[src/rtl/sprite_scene_pkg.sv]
package sprite_scene_pkg;
  typedef enum logic [2:0] {
    PH_IDLE   = 3'd0,
    PH_SKY    = 3'd1,
    PH_GROUND = 3'd2,
    PH_ENEMY  = 3'd3,
    PH_PLAYER = 3'd4
  } phase_t;
endpackage

[src/rtl/button_conditioner.sv]
module button_conditioner #(
  parameter int DEB_CYC = 270000
) (
  input  logic clk,
  input  logic rst_n,
  input  logic raw_i,
  output logic pressed_o
);
  localparam int CW = $clog2(DEB_CYC + 1);

  logic          sync_a, sync_b;
  logic [CW-1:0] cnt;

  always_ff @(posedge clk) begin
    if (!rst_n) begin
      sync_a    <= 1'b0;
      sync_b    <= 1'b0;
      cnt       <= '0;
      pressed_o <= 1'b0;
    end else begin
      sync_a <= raw_i;
      sync_b <= sync_a;
      if (sync_b == pressed_o) begin
        cnt <= '0;
      end else if (cnt == CW'(DEB_CYC - 1)) begin
        cnt       <= '0;
        pressed_o <= sync_b;
      end else begin
        cnt <= cnt + 1'b1;
      end
    end
  end

  // the clean level only moves once the counter has run out
  assert_deb_settle_R6: assert property (@(posedge clk) disable iff (!rst_n)
    (pressed_o != $past(pressed_o)) |-> ($past(cnt) == CW'(DEB_CYC - 1)));
endmodule

[src/rtl/sprite_motion.sv]
module sprite_motion #(
  parameter int SCR_W = 640,
  parameter int SCR_H = 480,
  parameter int SPR   = 16,
  parameter int GND   = 32
) (
  input  logic                      clk,
  input  logic                      rst_n,
  input  logic                      tick_i,
  input  logic                      pressed_i,
  output logic [$clog2(SCR_W)-1:0]  enemy_x_o,
  output logic [$clog2(SCR_W)-1:0]  player_x_o,
  output logic [$clog2(SCR_H)-1:0]  player_y_o
);
  localparam int XW = $clog2(SCR_W);
  localparam int YW = $clog2(SCR_H);
  localparam logic [XW-1:0] X_LIM = XW'(SCR_W - SPR);
  localparam logic [YW-1:0] Y_GND = YW'(SCR_H - GND - SPR);

  logic heading_right;

  always_ff @(posedge clk) begin
    if (!rst_n) begin
      enemy_x_o     <= '0;
      heading_right <= 1'b1;
      player_x_o    <= '0;
      player_y_o    <= Y_GND;
    end else if (tick_i) begin
      if (heading_right) begin
        enemy_x_o <= enemy_x_o + 1'b1;
        if (enemy_x_o == X_LIM - 1'b1) heading_right <= 1'b0;
      end else begin
        enemy_x_o <= enemy_x_o - 1'b1;
        if (enemy_x_o == XW'(1)) heading_right <= 1'b1;
      end
      if (pressed_i) begin
        if (player_x_o != X_LIM) player_x_o <= player_x_o + 1'b1;
        if (player_y_o != '0)    player_y_o <= player_y_o - 1'b1;
      end
    end
  end

  // patrol stays on screen and moves exactly one pixel per tick
  assert_enemy_range_R4: assert property (@(posedge clk) disable iff (!rst_n)
    enemy_x_o <= X_LIM);
  assert_enemy_step_R4: assert property (@(posedge clk) disable iff (!rst_n)
    tick_i |=> (enemy_x_o == $past(enemy_x_o) + 1'b1) || (enemy_x_o == $past(enemy_x_o) - 1'b1));
  // player only moves on a pressed tick, and stays inside its bounds
  assert_player_hold_R5: assert property (@(posedge clk) disable iff (!rst_n)
    !(tick_i && pressed_i) |=> $stable(player_x_o) && $stable(player_y_o));
  assert_player_bounds_R5: assert property (@(posedge clk) disable iff (!rst_n)
    (player_x_o <= X_LIM) && (player_y_o <= Y_GND));
endmodule

[src/rtl/scene_rasterizer.sv]
module scene_rasterizer
  import sprite_scene_pkg::*;
#(
  parameter int SCR_W = 640,
  parameter int SCR_H = 480,
  parameter int SPR   = 16,
  parameter int GND   = 32,
  parameter int PIX_W = 12,
  parameter logic [PIX_W-1:0] SKY_COL    = 12'h6BF,
  parameter logic [PIX_W-1:0] GND_COL    = 12'h842,
  parameter logic [PIX_W-1:0] ENEMY_COL  = 12'hC60,
  parameter logic [PIX_W-1:0] PLAYER_COL = 12'hF00
) (
  input  logic                            clk,
  input  logic                            rst_n,
  input  logic                            start_i,
  input  logic                            grant_i,
  input  logic [$clog2(SCR_W)-1:0]        enemy_x_i,
  input  logic [$clog2(SCR_W)-1:0]        player_x_i,
  input  logic [$clog2(SCR_H)-1:0]        player_y_i,
  output logic                            wr_en_o,
  output logic [$clog2(SCR_W*SCR_H)-1:0]  wr_addr_o,
  output logic [PIX_W-1:0]                wr_data_o
);
  localparam int XW = $clog2(SCR_W);
  localparam int YW = $clog2(SCR_H);
  localparam int AW = $clog2(SCR_W * SCR_H);
  localparam logic [YW-1:0] ENEMY_Y = YW'(SCR_H - GND - SPR);

  phase_t        phase;
  logic [XW-1:0] cx, ex_l, px_l, ox, last_x;
  logic [YW-1:0] cy, py_l, oy, last_y;
  logic [XW-1:0] abs_x;
  logic [YW-1:0] abs_y;
  logic          busy, row_end, rect_end;

  always_comb begin
    ox = '0; oy = '0; last_x = '0; last_y = '0; wr_data_o = '0;
    case (phase)
      PH_SKY:    begin last_x = XW'(SCR_W - 1); last_y = YW'(SCR_H - 1);
                       wr_data_o = SKY_COL; end
      PH_GROUND: begin oy = YW'(SCR_H - GND); last_x = XW'(SCR_W - 1);
                       last_y = YW'(GND - 1); wr_data_o = GND_COL; end
      PH_ENEMY:  begin ox = ex_l; oy = ENEMY_Y; last_x = XW'(SPR - 1);
                       last_y = YW'(SPR - 1); wr_data_o = ENEMY_COL; end
      PH_PLAYER: begin ox = px_l; oy = py_l; last_x = XW'(SPR - 1);
                       last_y = YW'(SPR - 1); wr_data_o = PLAYER_COL; end
      default:   ;
    endcase
  end

  assign busy      = (phase != PH_IDLE);
  assign wr_en_o   = busy & grant_i;
  assign abs_x     = ox + cx;
  assign abs_y     = oy + cy;
  assign wr_addr_o = AW'(abs_y) * AW'(SCR_W) + AW'(abs_x);
  assign row_end   = (cx == last_x);
  assign rect_end  = row_end && (cy == last_y);

  always_ff @(posedge clk) begin
    if (!rst_n) begin
      phase <= PH_IDLE;
      cx    <= '0;
      cy    <= '0;
      ex_l  <= '0;
      px_l  <= '0;
      py_l  <= '0;
    end else if (!busy) begin
      if (start_i) begin
        phase <= PH_SKY;
        cx    <= '0;
        cy    <= '0;
        ex_l  <= enemy_x_i;
        px_l  <= player_x_i;
        py_l  <= player_y_i;
      end
    end else if (wr_en_o) begin
      if (row_end) begin
        cx <= '0;
        cy <= cy + 1'b1;
        if (rect_end) begin
          cy <= '0;
          case (phase)
            PH_SKY:    phase <= PH_GROUND;
            PH_GROUND: phase <= PH_ENEMY;
            PH_ENEMY:  phase <= PH_PLAYER;
            default:   phase <= PH_IDLE;
          endcase
        end
      end else begin
        cx <= cx + 1'b1;
      end
    end
  end

  // a paused pass keeps its place exactly
  assert_pause_hold_R1: assert property (@(posedge clk) disable iff (!rst_n)
    (busy && !grant_i) |=> $stable(wr_addr_o) && $stable(phase) && $stable(wr_data_o));
  // every address written lies on the screen
  assert_addr_range_R3: assert property (@(posedge clk) disable iff (!rst_n)
    wr_en_o |-> (wr_addr_o < AW'(SCR_W * SCR_H)));
  // latched sprite positions do not move during a pass
  assert_latch_stable_R8: assert property (@(posedge clk) disable iff (!rst_n)
    (busy && $past(busy)) |-> $stable(ex_l) && $stable(px_l) && $stable(py_l));
endmodule

[src/rtl/sprite_scene_painter.sv]
module sprite_scene_painter #(
  parameter int SCR_W   = 640,
  parameter int SCR_H   = 480,
  parameter int SPR     = 16,
  parameter int GND     = 32,
  parameter int DEB_CYC = 270000,
  parameter int PIX_W   = 12,
  parameter logic [PIX_W-1:0] SKY_COL    = 12'h6BF,
  parameter logic [PIX_W-1:0] GND_COL    = 12'h842,
  parameter logic [PIX_W-1:0] ENEMY_COL  = 12'hC60,
  parameter logic [PIX_W-1:0] PLAYER_COL = 12'hF00
) (
  input  logic                            clk,
  input  logic                            rst_n,
  input  logic                            grant_i,
  input  logic                            vblank_i,
  input  logic                            button_i,
  output logic                            wr_en_o,
  output logic [$clog2(SCR_W*SCR_H)-1:0]  wr_addr_o,
  output logic [PIX_W-1:0]                wr_data_o
);
  localparam int XW = $clog2(SCR_W);
  localparam int YW = $clog2(SCR_H);

  logic          vb_q, tick, start_q, pressed;
  logic [XW-1:0] enemy_x, player_x;
  logic [YW-1:0] player_y;

  assign tick = vblank_i & ~vb_q;

  always_ff @(posedge clk) begin
    if (!rst_n) begin
      vb_q    <= 1'b0;
      start_q <= 1'b0;
    end else begin
      vb_q    <= vblank_i;
      start_q <= tick;
    end
  end

  button_conditioner #(.DEB_CYC(DEB_CYC)) btn_u (
    .clk(clk), .rst_n(rst_n), .raw_i(button_i), .pressed_o(pressed));

  sprite_motion #(.SCR_W(SCR_W), .SCR_H(SCR_H), .SPR(SPR), .GND(GND)) motion_u (
    .clk(clk), .rst_n(rst_n), .tick_i(tick), .pressed_i(pressed),
    .enemy_x_o(enemy_x), .player_x_o(player_x), .player_y_o(player_y));

  scene_rasterizer #(
    .SCR_W(SCR_W), .SCR_H(SCR_H), .SPR(SPR), .GND(GND), .PIX_W(PIX_W),
    .SKY_COL(SKY_COL), .GND_COL(GND_COL), .ENEMY_COL(ENEMY_COL), .PLAYER_COL(PLAYER_COL)
  ) raster_u (
    .clk(clk), .rst_n(rst_n), .start_i(start_q), .grant_i(grant_i),
    .enemy_x_i(enemy_x), .player_x_i(player_x), .player_y_i(player_y),
    .wr_en_o(wr_en_o), .wr_addr_o(wr_addr_o), .wr_data_o(wr_data_o));

  // no write without the grant, seen at the ports
  assert_grant_gate_R1: assert property (@(posedge clk) disable iff (!rst_n)
    !grant_i |-> !wr_en_o);
  // no write in the cycle right after a tick
  assert_tick_latency_R2: assert property (@(posedge clk) disable iff (!rst_n)
    (tick && !wr_en_o) |=> !wr_en_o);
endmodule

[config.mk]
export PLATFORM = sky130hd
export DESIGN_NAME = sprite_scene_painter
export DESIGN_NICKNAME = d
export VERILOG_FILES = /design/src/rtl/sprite_scene_pkg.sv /design/src/rtl/button_conditioner.sv /design/src/rtl/sprite_motion.sv /design/src/rtl/scene_rasterizer.sv /design/src/rtl/sprite_scene_painter.sv
export SDC_FILE = /design/constraint.sdc
export NUM_CORES = 1
export LEC_CHECK = 0
export BUFFER_PORTS_ARGS = -buffer_cell sky130_fd_sc_hd__buf_2
export CELL_PAD_IN_SITES_DETAIL_PLACEMENT = 1
export CELL_PAD_IN_SITES_GLOBAL_PLACEMENT = 2
export CORE_MARGIN = 2
export CORE_UTILIZATION = 41
export DETAILED_ROUTE_END_ITERATION = 8
export GPL_ROUTABILITY_DRIVEN = 1
export PLACE_DENSITY_LB_ADDON = 0.1
export SETUP_SLACK_MARGIN = 0.1
export SYNTH_ARGS = -nofsm -noshare
export SYNTH_HDL_FRONTEND = slang
export SYNTH_SLANG_ARGS = --single-unit
[constraint.sdc]
create_clock -name clk -period 8.1 [get_ports clk]
set_input_delay 1.62 -clock clk [delete_from_list [all_inputs] [get_ports clk]]
set_output_delay 1.62 -clock clk [all_outputs]
set_load 0.02 [all_outputs]
# == Yosys cells after proc, flatten, opt, wreduce, memory -nomap -nowiden ==
# Cells that the tools add are included.
# totals
inputBits,5
register_bits,105
# classes
bitwise_logic,6
n_reduce_logical,14
addsub,10
n_mux,24
mul,1
eq_ne,14
# op_table
cell,count
9-bit one-hot mux with 3 select lines,2
10-bit two-way mux,5
12-bit one-hot mux with 4 select lines,1
9-bit two-way mux,5
10-bit one-hot mux with 2 select lines,2
10-bit by 1-bit adder with 10-bit output (second input constant),3
19-bit by 1-bit adder with 19-bit output (second input constant),1
19-bit by 10-bit adder with 19-bit output,1
19-bit == test (second input constant),1
3-bit two-way mux,5
9-bit by 3-bit multiplier with 12-bit output (second input constant),1
10-bit adder,1
10-bit by 1-bit == test with 1-bit output (second input constant),1
10-bit == test,1
10-bit == test (second input constant),1
10-bit inequality test (second input constant),1
10-bit by 1-bit subtractor with 10-bit output (second input constant),1
9-bit by 1-bit adder with 9-bit output (second input constant),1
9-bit adder,1
9-bit == test,1
3-bit one-hot mux with 3 select lines,1
3-bit AND reduction,3
9-bit nonzero test,1
9-bit by 1-bit subtractor with 9-bit output (second input constant),1
15 further kinds,27

# == Longest topological paths before layout ==
# depth
ltp_word,9
mapped_depth,22
ltp_nobuf,20

# == By module ==
# From an unflattened synthesis, not the netlist that was laid out.
# unflattened
cells_unflattened,764
area_unflattened_um2,6394.9
# by_module_without_submodules
mod,area_each_um2,n_inst,cells_each
scene_rasterizer,3761.1,1,460
sprite_motion,1601.5,1,190
button_conditioner,970.9,1,109
sprite_scene_painter,61.3,1,5

# == Worst setup path before layout ==
# OpenSTA, ideal clock, no wires.
# synth_path
kind,reg-to-output
from,register raster_u.phase[2]
to,output wr_addr_o[16]
path_stages_with_launch,20
slack_ps,1919
arrival_ps,4561
n_path_buf,2
path_cell_list,dfxtp_1 > clkbuf_1 > nand2_1 > clkinv_1 > clkbuf_1 > and2_1 > ha_1 > inv_1 > fa_1 > nor2b_1 > o21a_1 > nor2_1 > xnor2_1 > ha_1 > inv_1 > fa_1 > nor4b_1 > and2_1 > and4_1 > xor2_1
# synth_between
elab_chain_cells,5
# synth_rtl
element,line_no,source
"start, declared",scene_rasterizer.sv:30,phase_t phase;
"start signal, assigned",scene_rasterizer.sv:62,phase <= PH_IDLE;
"start signal, assigned",scene_rasterizer.sv:70,phase <= PH_SKY;
"start signal, assigned",scene_rasterizer.sv:84,PH_SKY: phase <= PH_GROUND;
3-bit == test / 3-bit by 2-bit == test with 1-bit output (equally long branches),scene_rasterizer.sv:39,case (phase)
9-bit one-hot mux with 3 select lines,scene_rasterizer.sv:39,
9-bit adder,scene_rasterizer.sv:55,assign abs_y = oy + cy;
9-bit by 3-bit multiplier with 12-bit output,scene_rasterizer.sv:56,assign wr_addr_o = AW'(abs_y) * AW'(SCR_W) + AW'(abs_x);
19-bit by 10-bit adder with 19-bit output (*),scene_rasterizer.sv:56,
"end, declared",sprite_scene_painter.sv:19,"output logic [$clog2(SCR_W*SCR_H)-1:0] wr_addr_o,"
# Mark *: on every way between the ends. The rest lies on a longest branch, timed or not.

# == Final worst setup path ==
# layout_path
from,register raster_u.phase[1]
to,output wr_addr_o[17]
# The elaborated chain is that of the path after synthesis.

==> results.yml <==
run:
  max_cap_viol_count: 0
final_layout:
  final_cell_mix: "nand2_1 (108), dfxtp_1 (105), nor2_1 (59)"
  syn2layout_area_growth_pct: 9.59
  fin_util: 0.461
  final_common_cell: "nand2_1"
  instances_no_fill: 979
  nFillCells: 1841
  final_layout_size_suffix_gt1_frac: 0.0784
  finish.net_count: 835
  insertedDiodeCount: 0
floorplan:
  initial_core_util: 0.421
  rows: 45
  core_um2: 15200
  die_h_um: 129
  top_level_ports: 37
  die_w_um: 129
  die-area_um2: 16600
synthesis:
  synth_top_area_frac: 0.329
  synth_edf_count: 0
  syn-instance-count: 768
  synth_seq_cells: 105
  avgSynthCellArea_um2: 8.33
  syn_nets: 817
  yosys_warnings: 0
  synth_top_cell_by_area: "dfxtp_1"
  synthArstFlopShare: 0
  ys_top_cells_by_area: "dfxtp_1 (33%), ha_1 (7.8%), nand2_1 (6.3%)"
  seq_area_frac_synth: 0.329
  ys_types: 59
  syn_area_um2: 6390
  synthFlopType: "dfxtp_1"
route:
  via_count: 5379
  totalWireLength_mm: 15.6
  wl_per_cell_um: 15.9
  drtPass1Iterations: 4
  via_per_inst: 5.49
  drt_iter0_drc: 253
  drc: 0
  ant_nets: 0
power:
  pwr-share-seq: 0.399
  powerDensity_nw_per_um2: 198
  pwr-share-clk: 0.328
  ir_worst_vdd_uv: 127
  p_leak_nw: 2.91
  pwr-share-comb: 0.274
  power.switching_w: 0.000482
  internal-power_w: 0.000907
  p_sw_frac: 0.347
worst_setup_path:
  reg2reg_slack_ns: 5.24
  cp-endpoint: "wr_addr_o[17]"
  startpoint_type: "flop"
  critPathMaxFanout: 19
  r2r-end: "raster_u.cy[3]$_SDFFE_PN0P_"
  cp_data_required_time_ns: 6.48
  r2r_cells: 6
  worstReg2RegStart: "raster_u.phase[0]$_SDFFE_PN0P_"
  crit_type: "reg -> out"
  critPathLaunch: "raster_u.phase[1]$_SDFFE_PN0P_"
  cp-end-kind: "primary output"
  arrival_ns: 5.81
global_route:
  grt_pass1_wl_mm: 26.1
  grt_max_degree: 68
  track_usage: 0.193
  antenna_found_initial: 0
  gr-total-overflow: 0
  first_global_vias: 5391
hold_path:
  min_path_cells: 1
  min_path_type: "reg -> reg"
timing:
  fin_setup_tns_ns: 0
  worst_slew_pin_slew_ns: 0.952
  fmax_mhz: 135
  fin_crit_sh: 0.918
  finalMaxSlewViolations: 0
  min_period_ns: 7.43
  setup_ws_ns: 0.666
  fin_skew_ns: 0.00919
  hold_viol_final: 0
  grt_setup_unrepaired: "false"
  relSlewSlack: 0.364
  setup_viol_count_final: 0
place:
  routabilityCongestion: 0.796
  hpwl_mm: 11.9
  place_inst: 963
  place_ws_ns: 0.929
  port_buffers: 36
clock_tree:
  htreeDepth: 3
  cts_root_buffer: "clkbuf_16"
  cts_tree: "done"
  clock_path_buffers: 2
  clk_pin_slew_worst_paths_ns: 0.08
  cts_made_buffers: 9
  numClockSinks: 105
  ctsHoldBuffers: 0
  clock_latency_ns: 0.35
run_status:
  status: "completed"
==> Yosys cell counts (all sizes together), types with 10 or more instances <==
master	instances
and3	13
nand2	108
xnor2	45
nor2	59
a21boi	28
dfxtp	105
inv	27
and2	32
or3	12
a21oi	28
a21o	11
ha	40
nor3	13
clkbuf	22
xor2	45
nand3	21
nand4	13
o21ai	17
or4	10
==> state kept, by name, indices dropped and copies added (netlist names), 3 cells and up <==
name                 cells
btn_u.cnt               19
motion_u.enemy_x_o      10
motion_u.player_x_o     10
raster_u.cx             10
raster_u.ex_l           10
raster_u.px_l           10
motion_u.player_y_o      9
raster_u.cy              9
raster_u.py_l            9
raster_u.phase           3
==> critical path: stages (launching register included) <==
cell	delay, ns
dfxtp_1	0.60
nor2_1	0.08
nand2_1	0.15
clkinv_1	0.44
a22o_1	0.44
ha_1	0.28
a21o_1	0.18
a21oi_1	0.23
o21bai_1	0.12
a2111oi_1	0.52
nor2_1	0.15
xor2_1	0.21
ha_1	0.23
inv_1	0.07
fa_1	0.40
nor2b_1	0.13
o21ai_0	0.14
nor3b_1	0.34
and3_1	0.26
nand3_1	0.12
xnor3_1	0.22
buf_2	0.16
==> cells by family (layout without fill, tap and decap cells) <==
family | after synthesis | after routing | share of synthesized area
simple gates | 326 | 326 | 0.254
compound gates | 139 | 139 | 0.155
flops | 105 | 105 | 0.329
xor+xnor | 91 | 91 | 0.127
buf+inv | 59 | 82 | 0.0378
fa+ha+maj | 44 | 44 | 0.0908
mux | 4 | 4 | 0.00626
==> worst min path at each step <==
stage                             from                       to  slack (ns)
6_report       btn_u.sync_a$_SDFF_PN0_  btn_u.sync_b$_SDFF_PN0_        0.44
3_3_place_gp   btn_u.sync_a$_SDFF_PN0_  btn_u.sync_b$_SDFF_PN0_        0.41
2_1_floorplan  btn_u.sync_a$_SDFF_PN0_  btn_u.sync_b$_SDFF_PN0_        0.41
4_1_cts        btn_u.sync_a$_SDFF_PN0_  btn_u.sync_b$_SDFF_PN0_        0.44
5_1_grt        btn_u.sync_a$_SDFF_PN0_  btn_u.sync_b$_SDFF_PN0_        0.46
3_5_place_dp   btn_u.sync_a$_SDFF_PN0_  btn_u.sync_b$_SDFF_PN0_        0.42
==> repair_timing <==
| action | in CTS | in global routing |
|---|---|---|
| buffers inserted | 0 | 0 |
| hold endpoints to repair | 0 | 0 |
| endpoints found under the setup margin | 0 | 1 |
| resized for setup | 0 | 1 |
==> final cells by class <==
type	instances	area [um2]	area share
Inverter	28	105	0.0150
Sequential cell	105	2100	0.300
Clock buffer	9	225	0.0321
Clock inverter	7	86.3	0.0123
Tap cell	188	235	0.0336
Timing Repair Buffer	38	195	0.0279
Multi-Input combinational cell	604	4060	0.579
==> per-stage QoR <==
step                      cell area, um2  hold WS (ns)  power (W)
after detailed placement            6690         0.421   0.000949
after CTS                           7010         0.440    0.00141
final                               7010         0.437    0.00139
after floorplan                     6390         0.412   0.000862
after global placement              6690         0.414   0.000941
after global routing                7010         0.461    0.00147
==> power by group through the flow <==
stage | logic [W] | registers [W] | clock network (W)
global placement | 0.000377 | 0.000564 | 0
finish | 0.000380 | 0.000554 | 0.000455
detailed placement | 0.000383 | 0.000566 | 0
CTS | 0.000386 | 0.000554 | 0.000473
floorplan | 0.000309 | 0.000553 | 0
global route | 0.000420 | 0.000558 | 0.000490
==> routing by layer <==
metal	wire, um	global-route usage	vias to the layer above
met5	0	0	-
met4	312	0.0531	0
met3	378	0.0358	22
met2	7130	0.320	63
met1	7740	0.259	2583
li1	-	-	2711
No activity file was read; power rests on OpenSTA's default activity.
